**src/rtl/eac_pkg.sv**
```systemverilog
package eac_pkg;
  typedef enum logic [0:0] {
    ARA_IDLE  = 1'b0,
    ARA_ARMED = 1'b1
  } ara_state_e;
endpackage

```
**src/rtl/eac_edge_track.sv**
```systemverilog
module eac_edge_track #(
  parameter int unsigned NPIN = 8
) (
  input  logic            clk,
  input  logic            rst,
  input  logic [NPIN-1:0] pin_i,
  output logic [NPIN-1:0] rise_o,
  output logic [NPIN-1:0] fall_o
);
  logic [NPIN-1:0] prev_q;

  // History follows the pins during reset too, so held levels are no edges.
  always_ff @(posedge clk) begin
    prev_q <= pin_i;
  end

  for (genvar g = 0; g < NPIN; g++) begin : g_cmp
    assign rise_o[g] = pin_i[g] & ~prev_q[g];
    assign fall_o[g] = ~pin_i[g] & prev_q[g];
  end

  assert_prime_R12: assert property (@(posedge clk) rst |=> (rise_o == '0 || !$stable(pin_i)))
    else $error("history not primed from pins during reset");
endmodule

```
**src/rtl/eac_event_gate.sv**
```systemverilog
module eac_event_gate #(
  parameter int unsigned NPIN = 8
) (
  input  logic            clk,
  input  logic            rst,
  input  logic [NPIN-1:0] rise_i,
  input  logic [NPIN-1:0] fall_i,
  input  logic [NPIN-1:0] mask_rise_i,
  input  logic [NPIN-1:0] mask_fall_i,
  output logic            any_o
);
  logic [NPIN-1:0] hit_d;
  logic [NPIN-1:0] hit_q;

  for (genvar g = 0; g < NPIN; g++) begin : g_mask
    assign hit_d[g] = (rise_i[g] & ~mask_rise_i[g]) | (fall_i[g] & ~mask_fall_i[g]);
  end

  always_ff @(posedge clk) begin
    if (rst) hit_q <= '0;
    else     hit_q <= hit_d;
  end

  assign any_o = |hit_q;

  assert_masked_quiet_R3: assert property (@(posedge clk) disable iff (rst)
    ((&mask_rise_i) && (&mask_fall_i)) |=> !any_o)
    else $error("event passed a fully masked bank");
endmodule

```
**src/rtl/eac_alert_latch.sv**
```systemverilog
module eac_alert_latch (
  input  logic clk,
  input  logic rst,
  input  logic event_i,
  input  logic therm_i,
  input  logic clear_i,
  input  logic soft_clr_i,
  output logic pend_o,
  output logic alert_n_o
);
  logic pend_q;
  logic pend_d;
  logic alert_n_q;

  // Set terms win over clear terms.
  always_comb begin
    pend_d = pend_q & ~(clear_i | soft_clr_i);
    if (event_i || therm_i) pend_d = 1'b1;
  end

  always_ff @(posedge clk) begin
    if (rst) begin
      pend_q    <= 1'b0;
      alert_n_q <= 1'b1;
    end else begin
      pend_q    <= pend_d;
      alert_n_q <= ~(pend_q | therm_i);
    end
  end

  assign pend_o    = pend_q;
  assign alert_n_o = alert_n_q;

  assert_sticky_R5: assert property (@(posedge clk) disable iff (rst)
    (pend_q && !clear_i && !soft_clr_i) |=> pend_q)
    else $error("interrupt lost without a clear");

  assert_event_kept_R11: assert property (@(posedge clk) disable iff (rst)
    event_i |=> pend_q)
    else $error("event dropped");

  assert_therm_alert_R10: assert property (@(posedge clk) disable iff (rst)
    therm_i |=> (pend_q && !alert_n_o))
    else $error("thermal fault not signalled");

  assert_clear_R7: assert property (@(posedge clk) disable iff (rst)
    ((clear_i || soft_clr_i) && !event_i && !therm_i) |=> !pend_q)
    else $error("clear did not take effect");
endmodule

```
**src/rtl/eac_ara_resp.sv**
```systemverilog
module eac_ara_resp
  import eac_pkg::*;
#(
  parameter int unsigned AW = 7
) (
  input  logic          clk,
  input  logic          rst,
  input  logic          req_i,
  input  logic          done_i,
  input  logic          lost_i,
  input  logic          pend_i,
  input  logic [AW-1:0] own_addr_i,
  output logic          reply_o,
  output logic [AW-1:0] addr_o,
  output logic          clear_o
);
  ara_state_e    state_q;
  logic          reply_q;
  logic [AW-1:0] addr_q;

  always_ff @(posedge clk) begin
    if (rst) begin
      state_q <= ARA_IDLE;
      reply_q <= 1'b0;
      addr_q  <= '0;
    end else begin
      case (state_q)
        ARA_IDLE: begin
          if (req_i) begin
            reply_q <= pend_i;
            if (pend_i) begin
              addr_q  <= own_addr_i;
              state_q <= ARA_ARMED;
            end
          end
        end
        default: begin
          if (done_i) begin
            reply_q <= 1'b0;
            state_q <= ARA_IDLE;
          end
        end
      endcase
    end
  end

  assign clear_o = (state_q == ARA_ARMED) & done_i & ~lost_i;
  assign reply_o = reply_q;
  assign addr_o  = addr_q;

  assert_silent_idle_R6: assert property (@(posedge clk) disable iff (rst)
    (req_i && !pend_i && state_q == ARA_IDLE) |=> !reply_o)
    else $error("replied with nothing pending");

  assert_reply_addr_R6: assert property (@(posedge clk) disable iff (rst)
    (req_i && pend_i && state_q == ARA_IDLE) |=> (reply_o && addr_o == $past(own_addr_i)))
    else $error("reply or address missing");
endmodule

```
**src/rtl/edge_alert_ctrl.sv**
```systemverilog
module edge_alert_ctrl #(
  parameter int unsigned NPIN = 8,
  parameter int unsigned AW   = 7
) (
  input  logic            clk,
  input  logic            rst,
  input  logic [NPIN-1:0] pin_i,
  input  logic [NPIN-1:0] mask_rise_i,
  input  logic [NPIN-1:0] mask_fall_i,
  input  logic            therm_fault_i,
  input  logic            soft_rst_i,
  input  logic [AW-1:0]   own_addr_i,
  input  logic            ara_req_i,
  input  logic            ara_done_i,
  input  logic            ara_lost_i,
  output logic            ara_reply_o,
  output logic [AW-1:0]   ara_addr_o,
  output logic            alert_n_o
);
  logic [NPIN-1:0] rise_w;
  logic [NPIN-1:0] fall_w;
  logic            event_w;
  logic            pend_w;
  logic            clear_w;

  eac_edge_track #(.NPIN(NPIN)) edge_i (
    .clk(clk), .rst(rst), .pin_i(pin_i), .rise_o(rise_w), .fall_o(fall_w)
  );

  eac_event_gate #(.NPIN(NPIN)) gate_i (
    .clk(clk), .rst(rst), .rise_i(rise_w), .fall_i(fall_w),
    .mask_rise_i(mask_rise_i), .mask_fall_i(mask_fall_i), .any_o(event_w)
  );

  eac_alert_latch latch_i (
    .clk(clk), .rst(rst), .event_i(event_w), .therm_i(therm_fault_i),
    .clear_i(clear_w), .soft_clr_i(soft_rst_i), .pend_o(pend_w), .alert_n_o(alert_n_o)
  );

  eac_ara_resp #(.AW(AW)) ara_i (
    .clk(clk), .rst(rst), .req_i(ara_req_i), .done_i(ara_done_i), .lost_i(ara_lost_i),
    .pend_i(pend_w), .own_addr_i(own_addr_i), .reply_o(ara_reply_o),
    .addr_o(ara_addr_o), .clear_o(clear_w)
  );

  assert_lost_keeps_R8: assert property (@(posedge clk) disable iff (rst)
    (pend_w && ara_done_i && ara_lost_i && !soft_rst_i) |=> pend_w)
    else $error("lost arbitration cleared the interrupt");

  assert_alert_follows_R1: assert property (@(posedge clk) disable iff (rst)
    (pend_w || therm_fault_i) |=> !alert_n_o)
    else $error("alert not driven while pending");
endmodule

```
**config.mk**
```make
export PLATFORM = sky130hd
export DESIGN_NAME = edge_alert_ctrl
export DESIGN_NICKNAME = d
export VERILOG_FILES = /design/src/rtl/eac_pkg.sv /design/src/rtl/eac_edge_track.sv /design/src/rtl/eac_event_gate.sv /design/src/rtl/eac_alert_latch.sv /design/src/rtl/eac_ara_resp.sv /design/src/rtl/edge_alert_ctrl.sv
export SDC_FILE = /design/constraint.sdc
export NUM_CORES = 1
export LEC_CHECK = 0
export BUFFER_PORTS_ARGS = -buffer_cell sky130_fd_sc_hd__buf_2
export CORE_UTILIZATION = 43
export DETAILED_ROUTE_END_ITERATION = 7
export HOLD_SLACK_MARGIN = 0.1
export PLACE_DENSITY_LB_ADDON = 0.3
export RECOVER_POWER = 50
export SLEW_MARGIN = 30
export SYNTH_ARGS = -nofsm -noshare
export SYNTH_HDL_FRONTEND = slang
export SYNTH_SLANG_ARGS = --single-unit
```
**constraint.sdc**
```tcl
create_clock -name clk -period 1.5 [get_ports clk]
set_input_delay 0.3 -clock clk [delete_from_list [all_inputs] [get_ports clk]]
set_output_delay 0.3 -clock clk [all_outputs]
set_load 0.02 [all_outputs]
```
==> results.md, run 1 <==
- Number of ports placed on the die boundary: 47
- Power density of the placed cells: 994 nW/um^2
- FP Rows: 16
- Placer congestion estimate: 0.564
- Leakage component of the power: a little under 0.0006 uW
- Antenna diode count: 0
- RSZ-0062 raised after global routing: no
- Number of clock buffers inserted by TritonCTS: 3
- Die span in x: 47.9 um
- Clock latency reported for the late side of the worst-skew pair: 0.31 ns
- Critical path data arrival time: 1.46 ns
- Placed cells: 160
- Die H: 47.9 um
- Type of element capturing the critical path: flip-flop
- Sum of negative setup slack: 0 ns
- Global-route usage over all layers: 0.149
- Status: finished clean
- Multi-input gate area: 352 sq um
- Wire length of the first global-routing pass: between 2000 and 2500 um
- Reg-to-reg setup timing slack: around 0.25 ns
- Setup violators final: 0
- Post-DR vias/cell: 4.51
- Clock-pin slew reported for the worst setup and hold paths after clock tree synthesis: about 0.14 ns
- Final Instance Count excl. Fillers: 172
- Wirelength, routed: 1630 um
- Number of design rule violations left after detail routing: 0
- Area of the core region: 1960 sq um
- Count of fill cells added during filler insertion: ~190
- First DRT Iteration DRCs: 13
- Clk sink count: 27
- Number of standard cells after synthesis: 90
- Worst IR drop on VDD: 578 uV
- Area enclosed by the die boundary: 2290 sq um
- Final worst-path cycle share: 0.835
- Buffers and inverters on the worst path: 0
- Routed wirelength normalized by instance count: 9.48 um
- Slowest stage cell on the critical path: nand3b_1
- Final min period: 1.25 ns
- Pwr Total: 1250 uW
- Cell type group with the largest total delay on the critical path: simple AND/OR/NAND/NOR gates
- Fraction of layout instances using a drive strength above 1: 0.303
- Average cell area after synthesis: 10.1 sq um
- Critical path peak fanout: 9
- Count of nets left with antenna violations after detail routing: 0
- CTS tree: yes
- Final Hold Fails: 0
- Max Clock Skew: between 0.002 and 0.0025 ns
- Half-perimeter wire length after detailed placement: 1220 um
- Cell chain of the critical path: nand3b_1 > mux2i_1 > nor2_1
- Part of the Yosys area used for sequential elements: 0.598
- Count of different cell masters after synthesis: 17
- Synth-to-Final Area Change: 38.6%
- Post-CTS sizing: 0
- Sequential Area: about 540 sq um
- Initial core utilization: 0.461
- GR Overflow Total: 0
- Maximum number of pins on one net before global-route repair: 20
- Biggest cell delay along the critical path: 0.45 ns
- # Post-CTS Setup Buffers: 0
- Maximum clock rate: 799 MHz
- Final number of max-transition violations: 0
- Type of the worst setup path: flip-flop to flip-flop
- Total number of nets in the final design: 184
- H-Tree Depth: 1
- Maximum capacitance violations: 0
- First-pass detailed-route iteration total: 3
- Antenna violations before repair: 0
- Startpoint class of the critical path: flip-flop
- Total number of vias: 776
- Total of warnings raised by yosys: 0
- Port Buf Inserts: 46
- Data required time at the worst endpoint: 1.71 ns
- Worst min-delay path category: input port to flip-flop
- Transition at the pin with the smallest max-transition slack: 0.504 ns
- Syn_nets: 128
- Via count of the first global-routing pass: ~620
- Master cell of the clock root buffer: clkbuf_4
- Area of the mapped netlist: 905 sq um
- Clock Tree Buf Depth: 2
- Headroom to the max-slew limit: 0.663
- Number of register bits inferred by synthesis: 27
## layout make-up
class	count	area share
clock buffer	3	0.0180
sequential	27	0.431
timing repair buffer	54	0.240
tap	27	0.0269
multi-input combinational	60	0.280
clock inverter	1	0.00399
## final timing paths
path,startpoint,cells after the start,end
max,ara_i.state_q,3,ara_i.addr_o[6]
min,therm_fault_i,2,latch_i.alert_n_o
max reg2reg,ara_i.state_q,3,ara_i.addr_o[6]
min reg2reg,latch_i.pend_o,1,latch_i.alert_n_o
## Yosys cell counts
master	n	area, sq um
dfxtp_1	27	541
nor2_1	23	86.3
a21oi_1	11	55.1
mux2i_1	8	80.1
nor3b_1	8	60.1
nand2_1	2	7.51
buf_1	1	3.75
buf_2	1	5.00
clkbuf_1	1	3.75
nand2b_1	1	6.26
nand3b_1	1	7.51
nor2b_1	1	6.26
nor4_2	1	12.5
o21ai_1	1	5.00
o21bai_1	1	7.51
or3_1	1	6.26
or4_4	1	11.3
## timing repair
item	4_1_cts	5_1_grt
setup endpoints to repair	0	0
hold buffers	6	2
hold endpoints to repair	6	2
## per-layer routing
| metal | up-vias | GRT usage | share of wire |
|---|---|---|---|
| met1 | 336 | 0.183 | 0.45 |
| met2 | 23 | 0.254 | 0.50 |
| met3 | 2 | 0.0340 | 0.047 |
| met4 | 0 | 0.0500 | 0.0067 |
| met5 | - | 0 | 0 |
| li1 | 415 | - | - |
## layout by cell type (no fill, tap or decap), drive strengths merged
cell type and n:
buf 38, nand2b 1, or4 1, nor3b 8
o21ai 1, nor2 23, dlygate4sd3 8, clkinv 1
or3 1, nor4 1, clkbuf 11, a21oi 11
o21bai 1, dfxtp 27, nand2 2, nor2b 1
nand3b 1, mux2i 8
## state kept, by name, indices dropped and copies added, names as in the netlist
| name | count |
|---|---|
| latch_i.alert_n_o | 1 |
| ara_i.addr_o | 7 |
| edge_i.prev_q | 8 |
| latch_i.pend_o | 1 |
| gate_i.hit_q | 8 |
| ara_i.state_q | 1 |
| ara_i.reply_o | 1 |
## logic make-up (layout without fill, tap and decap cells)
| logic type | count (synthesis) | count (layout) | synth area share |
|---|---|---|---|
| flip-flops | 27 | 27 | 0.598 |
| AND/OR/NAND/NOR | 39 | 39 | 0.225 |
| buffers and inverters | 3 | 58 | 0.0138 |
| multiplexers | 8 | 8 | 0.0885 |
| AO/OA/AOI/OAI | 13 | 13 | 0.0747 |
## per-stage QoR
step                setup slack [ns]  hold WS [ns]  cell area, sq um  utilization
floorplan                      0.300         0.328               905            -
global placement               0.286         0.428              1160        0.589
detailed placement             0.259         0.433              1160        0.589
CTS                            0.238         0.104              1240        0.634
global route                   0.164         0.129              1250        0.639
finish                         0.248         0.152              1250        0.639
## where the power goes
group          internal (uW)  switching (uW)
logic                   94.7            80.1
clock network           99.7             199
registers                757            15.9
total                    951             295
Note: power is estimated with default switching activity, not from simulation.
==> run 2: changes to the inputs <==
ABC_AREA = 1   (was default)
clock period = 1.2 ns   (was 1.5 ns; I/O delays follow)
==> results.md, run 2 <==
- Terminating pin of the worst hold path: ara_i.addr_o[4] (was latch_i.alert_n_o)
- Met3 Track Usage GR: 0.0566 (was 0.0340)
- Number of ports placed on the die boundary: 47 (unchanged)
- Clock-pin slew reported for the worst setup and hold paths after clock tree synthesis: 0.13 ns (was 0.14 ns)
- Commonest cells after routing, fill and taps aside: buf_2, nor2_1, dfxtp_1, o21ai_0 (was buf_2, dfxtp_1, nor2_1, a21oi_1)
- Hold Path Depth: 3 (was 2)
- Met2 track utilization from global routing: 0.361 (was 0.254)
- First-pass detailed-route iteration total: 3 (unchanged)
- Syn_nets: 143 (was 128)
- Most congested layer reported by global routing: met2 (unchanged)
- Post-route setup slack: 0.0690 ns (was 0.248 ns)
- Final Instance Count excl. Fillers: 191 (was 172)
- Reg-to-reg setup timing slack: 0.20 ns (was 0.25 ns)
- FP Rows: 16 (unchanged)
- Maximum clock rate: 884 MHz
- Finished layout cell area: 1300 sq um (was 1250 sq um)
- Half-perimeter wire length after detailed placement: 1370 um (was 1220 um)
- Area enclosed by the die boundary: 2360 sq um (was 2290 sq um)
- R2R Path Start: latch_i.pend_o (was ara_i.state_q)
- Max Clock Skew: 0.00467 ns (was 0.00230 ns)
- Clk sink count: 27 (unchanged)
- Final min period: around 1.1 ns
- Final number of max-transition violations: 0 (unchanged)
- Count of different cell masters after synthesis: 15 (was 17)
- Post-DR vias/cell: 4.59 (was 4.51)
- Maximum number of pins on one net before global-route repair: 18 (was 20)
- Top cells by area in the synthesized netlist: dfxtp_1, nor2_1, o211a_1, o21ai_0, inv_1 (was dfxtp_1, nor2_1, mux2i_1, nor3b_1, a21oi_1)
- Synth-to-Final Area Change: 39.1% (was 38.6%)
- Clock latency reported for the late side of the worst-skew pair: 0.31 ns (about the same)
- Status: finished clean (unchanged)
- Worst IR drop on VDD: 1130 uV (was 578 uV)
- Global-route usage over all layers: 0.182 (was 0.149)
- Final Hold Fails: 0 (unchanged)
- Synth area leader: dfxtp_1 (unchanged)
- Number of design rule violations left after detail routing: 0 (unchanged)
- Type of element capturing the critical path: flip-flop (unchanged)
- Most common cell after layout, fill and taps aside: buf_2 (unchanged)
- Share of flip-flops with an asynchronous set or reset: 0 (unchanged)
- Area of the mapped netlist: 935 sq um (was 905 sq um)
- CTS tree: yes (unchanged)
- Die H: 48.6 um (was 47.9 um)
- Setup violators final: 0 (unchanged)
- EDFF count, synth: 0 (unchanged)
- Dpl cell area: 1190 sq um (was 1160 sq um)
- Clk network pwr share: 0.229 (was 0.240)
- Initial core utilization: 0.467 (was 0.461)
- Hold path start: own_addr_i[4] (was therm_fault_i)
- Capture instance of the worst register-to-register path: ara_i.addr_o[6] (unchanged)
- First DRT Iteration DRCs: 4 (was 13)
- Total of warnings raised by yosys: 0 (unchanged)
- Most common cell in the netlist: nor2_1 (was dfxtp_1)
- Master cell of the clock root buffer: clkbuf_4 (unchanged)
- RSZ-0062 raised after global routing: no (unchanged)
- Critical path peak fanout: 2 (was 9)
- Average cell area after synthesis: 8.90 sq um (was 10.1 sq um)
- Antenna diode count: 0 (unchanged)
- GR Overflow Total: 0 (unchanged)
- Count of nets left with antenna violations after detail routing: 0 (unchanged)
- Worst min-delay path category: input port to flip-flop (unchanged)
- Area of the core region: 2000 sq um (was 1960 sq um)
- Critical path data arrival time: 1.36 ns (was 1.46 ns)
- Number of clock buffers inserted by TritonCTS: 3 (unchanged)
- Antenna violations before repair: 0 (unchanged)
- Power share of the combinational group: 0.155 (was 0.140)
- Pwr Total: 1590 uW (was 1250 uW)
- Number of standard cells after synthesis: 105 (was 90)
- Via count of the first global-routing pass: 912 (was 619)
- H-Tree Depth: 1 (unchanged)
- Transition at the pin with the smallest max-transition slack: 0.264 ns (was 0.504 ns)
- Post-CTS sizing: 0 (unchanged)
- Startpoint class of the critical path: input port (was flip-flop)
- Port Buf Inserts: 46 (unchanged)
- Worst r2r path cells: 4 (was 3)
- # Post-CTS Setup Buffers: 0 (unchanged)
- Final worst-path cycle share: 0.942
- Portion of synthesized cell area occupied by the leading cell type: 0.578 (was 0.598)
- Number of hold buffers added after cts: 10 (was 6)
- Maximum capacitance violations: 0 (unchanged)
- Wire length of the first global-routing pass: 3400 um (was 2390 um)
- Primary flip-flop cell chosen by synthesis mapping: dfxtp_1 (unchanged)
- Count of fill cells added during filler insertion: 186 (was 187)
- Met1 usage in global routing: 0.183 (about the same)
- Total number of nets in the final design: 203 (was 184)
- Die span in x: 48.6 um (was 47.9 um)
- Number of register bits inferred by synthesis: 27 (unchanged)
- Fraction of layout instances using a drive strength above 1: 0.256 (was 0.303)
- Sum of negative setup slack: 0 ns (unchanged)
- Leakage component of the power: 0.000688 uW (was 0.000594 uW)
- Headroom to the max-slew limit: 0.824 (was 0.663)
- Clock Tree Buf Depth: 2 (unchanged)
- Worst slack at placement: 0.274 ns (was 0.259 ns)
- Placed cells: 177 (was 160)
- Total number of vias: 877 (was 776)
- Internal Dissipation: 1200 uW (was 951 uW)
- Part of the Yosys area used for sequential elements: 0.578 (was 0.598)
- Type of the worst setup path: input port to flip-flop (was flip-flop to flip-flop)
- Data required time at the worst endpoint: 1.43 ns (was 1.71 ns)
- Sw Share: 0.242 (was 0.237)
- Placer congestion estimate: 0.682 (was 0.564)
- Switching power: 385 uW (was 295 uW)
- Routed wirelength normalized by instance count: 9.84 um (was 9.48 um)
- Ranking of synthesized cells by instance count: nor2_1, dfxtp_1, o21ai_0 (was dfxtp_1, nor2_1, a21oi_1)
- Sequential Power Share: 0.615 (was 0.620)
- Wirelength, routed: 1880 um (was 1630 um)
- Power density of the placed cells: 1220 nW/um^2 (was 994 nW/um^2)
-- run 2: changes by cell type in the layout (fill, tap and decap cells not counted), sizes merged, moves of 6 or more --
cell / previous run / this run
nor2: 23 / 29
o21ai: 1 / 17
a21oi: 11 / 1
mux2i: 8 / 0
inv: 0 / 13
o211a: 0 / 8
nor3b: 8 / 0
-- run 2: through the flow --
stage               utilization  hold slack (ns)
finish                    0.649            0.168
global route              0.649            0.188
CTS                       0.658            0.163
detailed placement        0.595            0.368
global placement          0.595            0.364
floorplan                     -            0.268
-- run 2: layout make-up --
cell class | instances | area, sq um | share of cell area
Tap cell | 27 | 33.8 | 0.0260
Timing Repair Buffer | 56 | 318 | 0.244
Clock buffer | 4 | 26.3 | 0.0202
Inverter | 13 | 48.8 | 0.0375
Sequential cell | 27 | 541 | 0.416
Multi-Input combinational cell | 64 | 333 | 0.256
-- run 2: worst max-delay path by stage --
| stage | from | to | slack (ns) | cells past startpoint |
|---|---|---|---|---|
| after floorplan | gate_i.hit_q[1] | latch_i.pend_o | 0.41 | 5 |
| after global placement | therm_fault_i | latch_i.pend_o | 0.29 | 6 |
| after detailed placement | therm_fault_i | latch_i.pend_o | 0.27 | 6 |
| after CTS | therm_fault_i | latch_i.pend_o | 0.07 | 7 |
| after global routing | therm_fault_i | latch_i.pend_o | 0.02 | 7 |
| final | therm_fault_i | latch_i.pend_o | 0.07 | 7 |
-- run 2: worst max-delay path, cell delays in order --
cell	delay, ns
dlygate4sd3_1	0.53
buf_2	0.12
or2_0	0.21
nor2_1	0.10
nand3_1	0.07
nand2_1	0.06
inv_1	0.03
-- run 2: power groups by stage --
stage	registers (uW)	logic, uW	clock network, uW
floorplan	1020	97.1	0
global placement	997	219	0
detailed placement	999	230	0
CTS	979	256	381
global route	986	281	411
finish	978	247	365
-- run 2: cell families after synthesis --
kind of cell,after synthesis,synth area share
compound gates,26,0.182
flops,27,0.578
simple gates,38,0.174
buf+inv,14,0.0656
-- run 2: metal layers --
layer / up-vias / wire, um
li1: 459 / -
met1: 393 / 801
met3: 2 / 82
met5: - / 0
met2: 23 / 981
met4: 0 / 15
